## src/rtl/kbc_pkg.sv

```systemverilog
package kbc_pkg;

    localparam int BYTE_W = 8;

    localparam int MODE_KIRQ_BIT  = 0;
    localparam int MODE_AIRQ_BIT  = 1;
    localparam int MODE_KDIS_BIT  = 4;
    localparam int MODE_ADIS_BIT  = 5;
    localparam int MODE_XLAT_BIT  = 6;
    localparam int OPORT_RUN_BIT  = 0;
    localparam int OPORT_A20_BIT  = 1;

    typedef enum logic [2:0] {
        PEND_NONE     = 3'd0,
        PEND_MODE     = 3'd1,
        PEND_OPORT    = 3'd2,
        PEND_OBUF_KBD = 3'd3,
        PEND_OBUF_AUX = 3'd4,
        PEND_AUX_TX   = 3'd5
    } pend_e;

    typedef enum logic [1:0] {
        RSP_CONST = 2'd0,
        RSP_MODE  = 2'd1,
        RSP_OPORT = 2'd2
    } rsp_sel_e;

    typedef struct packed {
        logic              arm;
        pend_e             arm_to;
        logic              resp;
        rsp_sel_e          resp_sel;
        logic [BYTE_W-1:0] resp_const;
        logic              selftest;
        logic [BYTE_W-1:0] mode_set;
        logic [BYTE_W-1:0] mode_clr;
        logic              a20_set;
        logic              a20_clr;
        logic              rst_pulse;
    } cmd_dec_t;

endpackage

```

## src/rtl/kbc_cmd_decode.sv

```systemverilog
module kbc_cmd_decode
    import kbc_pkg::*;
#(
    parameter logic [BYTE_W-1:0] SELFTEST_REPLY = 8'h55,
    parameter logic [BYTE_W-1:0] INPORT_VALUE   = 8'h80,
    parameter logic [BYTE_W-1:0] TEST_REPLY     = 8'h00
) (
    input  logic [BYTE_W-1:0] cmd,
    output cmd_dec_t          dec
);
    localparam logic [3:0] PULSE_NIB = 4'hF;

    always_comb begin
        dec = '0;
        dec.arm_to   = PEND_NONE;
        dec.resp_sel = RSP_CONST;
        if (cmd[BYTE_W-1 -: 4] == PULSE_NIB) begin
            dec.rst_pulse = ~cmd[0];
        end else begin
            case (cmd)
                8'h20: begin dec.resp = 1'b1; dec.resp_sel = RSP_MODE; end
                8'h60: begin dec.arm = 1'b1; dec.arm_to = PEND_MODE; end
                8'hD1: begin dec.arm = 1'b1; dec.arm_to = PEND_OPORT; end
                8'hD2: begin dec.arm = 1'b1; dec.arm_to = PEND_OBUF_KBD; end
                8'hD3: begin dec.arm = 1'b1; dec.arm_to = PEND_OBUF_AUX; end
                8'hD4: begin dec.arm = 1'b1; dec.arm_to = PEND_AUX_TX; end
                8'hA7: dec.mode_set[MODE_ADIS_BIT] = 1'b1;
                8'hA8: dec.mode_clr[MODE_ADIS_BIT] = 1'b1;
                8'hAD: dec.mode_set[MODE_KDIS_BIT] = 1'b1;
                8'hAE: dec.mode_clr[MODE_KDIS_BIT] = 1'b1;
                8'hA9, 8'hAB: begin
                    dec.resp = 1'b1; dec.resp_const = TEST_REPLY;
                end
                8'hAA: begin
                    dec.resp = 1'b1; dec.resp_const = SELFTEST_REPLY;
                    dec.selftest = 1'b1;
                end
                8'hC0: begin dec.resp = 1'b1; dec.resp_const = INPORT_VALUE; end
                8'hD0: begin dec.resp = 1'b1; dec.resp_sel = RSP_OPORT; end
                8'hDF: dec.a20_set = 1'b1;
                8'hDD: dec.a20_clr = 1'b1;
                default: ;
            endcase
        end
    end
endmodule

```

## src/rtl/kbc_pend_fsm.sv

```systemverilog
module kbc_pend_fsm
    import kbc_pkg::*;
(
    input  logic  clk,
    input  logic  rst_n,
    input  logic  cmd_wr,
    input  logic  dat_wr,
    input  logic  arm,
    input  pend_e arm_to,
    output pend_e state
);
    pend_e state_nx;

    always_ff @(posedge clk or negedge rst_n) begin
        if (!rst_n) state <= PEND_NONE;
        else        state <= state_nx;
    end

    always_comb begin
        state_nx = state;
        if (dat_wr)                 state_nx = PEND_NONE;
        else if (cmd_wr && arm)     state_nx = arm_to;
    end

    assert_latch_clear_R3: assert property (@(posedge clk) disable iff (!rst_n)
        dat_wr |=> (state == PEND_NONE));

    assert_latch_hold_R12: assert property (@(posedge clk) disable iff (!rst_n)
        (cmd_wr && !arm) |=> $stable(state));
endmodule

```

## src/rtl/kbc_cmd_engine.sv

```systemverilog
module kbc_cmd_engine
    import kbc_pkg::*;
#(
    parameter logic [BYTE_W-1:0] MODE_RST       = 8'h03,
    parameter logic [BYTE_W-1:0] OPORT_RST      = 8'hCF,
    parameter logic [BYTE_W-1:0] SELFTEST_REPLY = 8'h55,
    parameter logic [BYTE_W-1:0] INPORT_VALUE   = 8'h80
) (
    input  logic              clk,
    input  logic              rst_n,
    input  logic              wr_stb,
    input  logic              wr_is_cmd,
    input  logic [BYTE_W-1:0] wr_byte,
    input  logic              obuf_full,
    input  logic              obuf_aux,
    output logic [BYTE_W-1:0] status_byte,
    output logic [BYTE_W-1:0] mode_byte,
    output logic [BYTE_W-1:0] oport_byte,
    output logic              a20_gate,
    output logic              sys_reset_req,
    output logic              resp_valid,
    output logic [BYTE_W-1:0] resp_byte,
    output logic              resp_aux,
    output logic              kbd_tx_valid,
    output logic [BYTE_W-1:0] kbd_tx_byte,
    output logic              aux_tx_valid,
    output logic [BYTE_W-1:0] aux_tx_byte,
    output logic              xlate_en,
    output logic              irq_kbd,
    output logic              irq_aux
);
    logic     cmd_wr, dat_wr;
    cmd_dec_t dec;
    pend_e    pend;
    logic     selftest_q, lastcmd_q;

    assign cmd_wr = wr_stb &  wr_is_cmd;
    assign dat_wr = wr_stb & ~wr_is_cmd;

    kbc_cmd_decode #(
        .SELFTEST_REPLY (SELFTEST_REPLY),
        .INPORT_VALUE   (INPORT_VALUE),
        .TEST_REPLY     (8'h00)
    ) u_dec (
        .cmd (wr_byte),
        .dec (dec)
    );

    kbc_pend_fsm u_fsm (
        .clk    (clk),
        .rst_n  (rst_n),
        .cmd_wr (cmd_wr),
        .dat_wr (dat_wr),
        .arm    (dec.arm),
        .arm_to (dec.arm_to),
        .state  (pend)
    );

    always_ff @(posedge clk or negedge rst_n) begin
        if (!rst_n) begin
            mode_byte     <= MODE_RST;
            oport_byte    <= OPORT_RST;
            selftest_q    <= 1'b0;
            lastcmd_q     <= 1'b1;
            sys_reset_req <= 1'b0;
            resp_valid    <= 1'b0;
            resp_byte     <= '0;
            resp_aux      <= 1'b0;
            kbd_tx_valid  <= 1'b0;
            kbd_tx_byte   <= '0;
            aux_tx_valid  <= 1'b0;
            aux_tx_byte   <= '0;
        end else begin
            sys_reset_req <= 1'b0;
            resp_valid    <= 1'b0;
            kbd_tx_valid  <= 1'b0;
            aux_tx_valid  <= 1'b0;
            if (cmd_wr) begin
                lastcmd_q <= 1'b1;
                if (dec.selftest) selftest_q <= 1'b1;
                mode_byte <= (mode_byte | dec.mode_set) & ~dec.mode_clr;
                if (dec.a20_set) oport_byte[OPORT_A20_BIT] <= 1'b1;
                if (dec.a20_clr) oport_byte[OPORT_A20_BIT] <= 1'b0;
                sys_reset_req <= dec.rst_pulse;
                if (dec.resp) begin
                    resp_valid <= 1'b1;
                    resp_aux   <= 1'b0;
                    unique case (dec.resp_sel)
                        RSP_MODE:  resp_byte <= mode_byte;
                        RSP_OPORT: resp_byte <= oport_byte;
                        default:   resp_byte <= dec.resp_const;
                    endcase
                end
            end else if (dat_wr) begin
                lastcmd_q <= 1'b0;
                unique case (pend)
                    PEND_MODE:  mode_byte <= wr_byte;
                    PEND_OPORT: begin
                        oport_byte    <= wr_byte;
                        sys_reset_req <= ~wr_byte[OPORT_RUN_BIT];
                    end
                    PEND_OBUF_KBD, PEND_OBUF_AUX: begin
                        resp_valid <= 1'b1;
                        resp_byte  <= wr_byte;
                        resp_aux   <= (pend == PEND_OBUF_AUX);
                    end
                    PEND_AUX_TX: begin
                        aux_tx_valid <= 1'b1;
                        aux_tx_byte  <= wr_byte;
                        mode_byte[MODE_ADIS_BIT] <= 1'b0;
                    end
                    default: begin
                        kbd_tx_valid <= 1'b1;
                        kbd_tx_byte  <= wr_byte;
                        mode_byte[MODE_KDIS_BIT] <= 1'b0;
                    end
                endcase
            end
        end
    end

    assign status_byte = {2'b00, obuf_aux, 1'b1, lastcmd_q, selftest_q, 1'b0, obuf_full};
    assign a20_gate    = oport_byte[OPORT_A20_BIT];
    assign xlate_en    = mode_byte[MODE_XLAT_BIT];
    assign irq_kbd     = obuf_full & ~obuf_aux & mode_byte[MODE_KIRQ_BIT] & ~mode_byte[MODE_KDIS_BIT];
    assign irq_aux     = obuf_full &  obuf_aux & mode_byte[MODE_AIRQ_BIT];

    assert_reset_from_write_R6: assert property (@(posedge clk) disable iff (!rst_n)
        sys_reset_req |-> $past(wr_stb));

    assert_resp_after_write_R4: assert property (@(posedge clk) disable iff (!rst_n)
        resp_valid |-> $past(wr_stb));

    assert_tx_exclusive_R9: assert property (@(posedge clk) disable iff (!rst_n)
        !(kbd_tx_valid && aux_tx_valid));

    assert_kbd_tx_from_data_R9: assert property (@(posedge clk) disable iff (!rst_n)
        kbd_tx_valid |-> $past(wr_stb && !wr_is_cmd));

    assert_a20_moves_on_write_R8: assert property (@(posedge clk) disable iff (!rst_n)
        !$stable(a20_gate) |-> $past(wr_stb));

    assert_lastcmd_flag_R2: assert property (@(posedge clk) disable iff (!rst_n)
        $past(wr_stb && wr_is_cmd) |-> status_byte[3]);
endmodule

```

## config.mk

```make
export PLATFORM = sky130hd
export DESIGN_NAME = kbc_cmd_engine
export DESIGN_NICKNAME = d
export VERILOG_FILES = /design/src/rtl/kbc_pkg.sv /design/src/rtl/kbc_cmd_decode.sv /design/src/rtl/kbc_pend_fsm.sv /design/src/rtl/kbc_cmd_engine.sv
export SDC_FILE = /design/constraint.sdc
export NUM_CORES = 1
export LEC_CHECK = 0
export ABC_AREA = 1
export BUFFER_PORTS_ARGS = -buffer_cell sky130_fd_sc_hd__buf_4
export CAP_MARGIN = 20
export CORE_MARGIN = 5
export CORE_UTILIZATION = 56
export CTS_BUF_LIST = sky130_fd_sc_hd__clkbuf_2
export DETAILED_ROUTE_END_ITERATION = 7
export PLACE_DENSITY = 0.84
export SLEW_MARGIN = 40
export SYNTH_ARGS = -nofsm -noshare
export SYNTH_HDL_FRONTEND = slang
export SYNTH_HIERARCHICAL = 1
export SYNTH_SLANG_ARGS = --single-unit
```

## constraint.sdc

```tcl
create_clock -name clk -period 1.6 [get_ports clk]
set_input_delay 0.08 -clock clk [delete_from_list [all_inputs] [get_ports clk]]
set_output_delay 0.08 -clock clk [all_outputs]
set_load 0.02 [all_outputs]
```

### Word-level counts from Yosys, hierarchy flattened

Index checks and enable logic that the tools add are counted.

* register bits after elaboration: 50
* input port bits: 14
* output and inout bits: 57

* equality and inequality tests: 28
* muxes and demuxes: 53
* bitwise gates (word level): 16
* reductions and logical operators: 20

Operators with widths (count)
* 8-bit == test (second input constant): 15
* 8-bit two-way mux: 6
* 8-bit case mux with 2 select lines: 2
* 1-bit two-way mux: 31
* 4-bit case mux with 5 select lines: 1
* 16-bit two-way mux: 1
* 3-bit AND reduction: 5
* 2-bit two-way mux: 6
* 2-bit nonzero test: 5
* 8-bit AND: 1
* 8-bit by 6-bit == test with 1-bit output (second input constant): 1
* 8-bit by 7-bit == test with 1-bit output (second input constant): 1
* 6-bit inverter with 8-bit output: 1
* 8-bit by 6-bit bitwise OR with 8-bit output: 1
* 2-bit AND reduction: 4
* 1-bit AND: 7
* 3-bit by 2-bit == test with 1-bit output (second input constant): 2
* 3-bit == test (second input constant): 2
* 3-bit two-way mux: 2
* 1-bit inverter: 6
* 6-bit OR reduction: 1
* 5-bit OR reduction: 1
* 4-bit == test (second input constant): 1
* 4-bit two-way mux: 1
* other kinds (12): 13

### Longest topological paths before layout

* depth in word-level cells: 8
* depth in mapped cells: 14

### Cells and area by module

Netlist, hierarchy kept.

By module, submodules not included
* kbc_cmd_engine: times used 1, cells an instance 322, area an instance 2486.1 um^2, sequential area each 1187.4 um^2
* kbc_cmd_decode: times used 1, cells an instance 81, area an instance 434.2 um^2, sequential area each 0.0 um^2
* kbc_pend_fsm: times used 1, cells an instance 21, area an instance 148.9 um^2, sequential area each 75.1 um^2

### Worst setup path after synthesis

OpenSTA, ideal clock, no wires.

* kind: in2reg
* start: input port wr_byte[3]
* end: register resp_byte[0]
* setup time: 0.117 ns
* arrival: 1.478 ns
* data required time: 1.483 ns
* path slack: 0.006 ns
* stages on the path: 12
* cells stage by stage: nor2_4 -> nand2_2 -> nor2_2 -> inv_1 -> ha_1 -> inv_1 -> clkbuf_1 -> nand3_1 -> nand2_1 -> nand2_1 -> nand2_1 -> nand2_1

RTL lines
* start: declaration: RTL line kbc_cmd_engine.sv:13 `input logic [BYTE_W-1:0] wr_byte,`
* end signal: assignment: RTL line kbc_cmd_engine.sv:89 `RSP_MODE: resp_byte <= mode_byte;`
* end signal: assignment: RTL line kbc_cmd_engine.sv:90 `RSP_OPORT: resp_byte <= oport_byte;`
* end signal: assignment: RTL line kbc_cmd_engine.sv:91 `default: resp_byte <= dec.resp_const;`
* end: declaration: RTL line kbc_cmd_engine.sv:22 `output logic [BYTE_W-1:0] resp_byte,`

==> summary.md <==
| Metric | Value |
|---|---|
| Status | complete, no violations |
| Worst EP arrival | 1.93 ns |
| Setup Skew | 0.0375 ns |
| Clock Tree Buf Depth | 2 |
| Initial Utilization | 0.568 |
| Final-layout fill cell count | 450 |
| Root Buffer | clkbuf_2 |
| Mapped Area | 3070 um2 |
| Post-synth top cells | nand2_1, nor2_1, dfrtp_1 |
| Peak Freq | 654 MHz |
| Synthesized flop and latch total | 50 |
| Internal power | 1.82 mW |
| CTS tree | done |
| Max Cap Viol | 0 |
| Final setup fails | 0 |
| Synth warn | 6 |
| CTS clk-pin slew, worst paths | 0.24 ns |
| GRT Overall Usage | 0.228 |
| Register area share after synthesis | 0.411 |
| Post-layout util | 0.689 |
| GPL Wtd Cong | 0.934 |
| CTS Buf Count | 5 |
| Count leader, synth | nand2_1 |
| Post-CTS Setup Bufs | 0 |
| Endpoints failing hold | 0 |
| Worst setup path start | wr_byte[0] |
| Peak VDD IR | about 0.50 mV |
| Reg2reg end | mode_byte[0] |
| Pre-Repair DR Iteration Count | 5 |
| Largest cells by area after synthesis | dfrtp_1, nand2_1, dfstp_2 |
| Max Slew Vio Count | 0 |
| Unique masters post-synth | 32 |
| Critical path type | primary input to flip-flop |
| Placed wire-length estimate | 5620 um |
| Initial antenna violation count | 0 |
| Fin crit period | 1.53 ns |
| R2r setup slk | 0.08 ns |
| WL/cell | around 14 um |
| Area growth syn-to-layout | 21.4% |
| Antenna diodes | 0 |
| Top FF cell, synth | dfrtp_1 |
| Leakage | 2.02 nW |
| Io pins | 71 |
| Period utilisation layout | 0.956 |
| Psw | between 1 and 1.5 mW |
| Hold Slack | 0.0147 ns |
| Site Rows | 27 |
| Htree depth | 2 |
| Number of flops mapped to enable cells by yosys | 0 |
| Cell count after synthesis | 424 |
| Die W | 84.0 um |
| CP startpoint kind | primary input |
| Total wire length | 7800 um |
| Post-DRT Antenna Nets | 0 |
| Average instance area after synthesis | 7.24 um2 |
| Synth top area share | 0.334 |
| Die ar. | 7060 um2 |
| DRC viols | 0 |
| Worst Path Max Fanout | 11 |
| Clk pwr share | 0.209 |
| Input/output buffers | 66 |
| CP endpoint kind | flip-flop |
| Worst setup margin | ~0.07 ns |
| Worst r2r path cells | 5 |
| Dominant cell type by area after synthesis | dfrtp_1 |
| Pre-CTS setup slack | -0.00136 ns |
| Worst-margin pin slew | ~0.75 ns |
| Switching share of power | 0.356 |
| Layout cells sized above 1 | 0.249 |
| Data required time of the critical path | approximately 2 ns |
| Post-synth ARST share | 1.00 |
| Rel. slew slack | 0.496 |
| Clock Latency Late Sink | ~0.47 ns |
| Final-stage net count | 513 |
| Crit path to | resp_byte[2] |
| Die height | 84.0 um |
| Core area | 5410 um2 |
| First-pass GRT wire length | 13400 um |
| Worst reg2reg startpoint | u_fsm/state[0] |
| Initial drt markers | 252 |
| DR vias | approximately 2900 |
| Combinational Power Share | 0.265 |
| Vias in the first global route | 2936 |
| Largest net degree at the start of global routing | between 50 and 60 |
| Sink Count | 50 |
| Reg power frac | 0.526 |
| Grt total ovfl | 0 |
| Worst min path class | primary input to flip-flop |
| PwrDens | 757 nW/um2 |
| Vias per inst | 5.16 |
[worst min-delay path by stage]
stage / startpoint / to / slack, ns / cells after the start
after floorplan: rst_n / aux_tx_byte[0] / -0.22 / 0
after global placement: rst_n / mode_byte[3] / 0.13 / 1
after detailed placement: rst_n / mode_byte[3] / 0.14 / 1
after CTS: wr_byte[4] / resp_byte[4] / 0.0009 / 5
after global routing: wr_byte[3] / aux_tx_byte[3] / 0.008 / 4
final: wr_byte[4] / resp_byte[4] / 0.01 / 5
[cell usage in the layout (no fill, tap or decap), types with 3 or more instances in the layout]
master         instances
nor2_2                 7
conb_1                19
nor2_1                41
inv_6                  3
dfstp_2                9
nor2_4                 3
nor3_1                 4
clkbuf_2               5
inv_2                  8
a21oi_1                6
o21ai_0               18
o21bai_1               6
buf_4                 74
nand2_2                7
o21ai_1                8
nand3_1               34
nand2_1              147
inv_1                 29
dfrtp_1               41
dlygate4sd3_1         10
[per-stage QoR]
stage,area (um2),TNS (ns),total power [mW],std cells
6_report,3730,0,2.82,570
5_1_grt,3730,-0.00621,2.97,570
4_1_cts,3700,0,2.84,571
3_5_place_dp,3530,-0.00154,2.23,551
3_3_place_gp,3530,0,2.21,551
2_1_floorplan,3130,0,1.92,440
[timing repair]
action / 4_1_cts / 5_1_grt
hold buffers: 12 / 0
setup endpoints to repair: 0 / 8
resized for setup: 0 / 5
endpoints found under the hold margin: 71 / 0
[metal layers]
layer | part of all wire | global-route usage | vias up
met5 | 0 | 0 | -
met4 | 0.021 | 0.0760 | 0
met3 | 0.076 | 0.0543 | 18
met2 | 0.48 | 0.386 | 129
met1 | 0.42 | 0.283 | 1368
li1 | - | - | 1424
[flip-flops by register name, summed over array words and instances (netlist names)]
| name | flops |
|---|---|
| sys_reset_req | 1 |
| kbd_tx_valid | 1 |
| resp_valid | 1 |
| resp_byte | 8 |
| aux_tx_byte | 8 |
| lastcmd_q | 1 |
| resp_aux | 1 |
| selftest_q | 1 |
| u_fsm/state | 3 |
| kbd_tx_byte | 8 |
| mode_byte | 8 |
| oport_byte | 8 |
| aux_tx_valid | 1 |
[critical path: stages]
cell	delay, ns
buf_4	0.12
dlygate4sd3_1	0.55
buf_4	0.18
nor2_2	0.21
nand4_1	0.17
nand3_1	0.13
nand2_2	0.15
nand2_2	0.20
nand2_1	0.07
nand2_1	0.06
[power by group through the flow]
stage	clock (mW)	combinational, mW	sequential, mW
5_1_grt	0.651	0.819	1.50
4_1_cts	0.604	0.750	1.48
3_3_place_gp	0	0.707	1.50
6_report	0.590	0.747	1.48
2_1_floorplan	0	0.306	1.62
3_5_place_dp	0	0.727	1.50
[final cells by class]
| class | instances | area [um2] | area share |
|---|---|---|---|
| well taps | 72 | 90.1 | 0.0242 |
| inverters | 38 | 145 | 0.0390 |
| multi-input cells | 314 | 1450 | 0.390 |
| flip-flops and latches | 50 | 1260 | 0.339 |
| clock inverters | 3 | 26.3 | 0.00705 |
| repair buffers | 88 | 726 | 0.195 |
| clock buffers | 5 | 25.0 | 0.00672 |
[logic make-up after synthesis]
kind of cell	synth area share
compound gates	0.0742
fa+ha+maj	0.00815
buf+inv	0.138
flops	0.411
other cells	0.00367
simple gates	0.365
(Power assumes the default switching activity.)
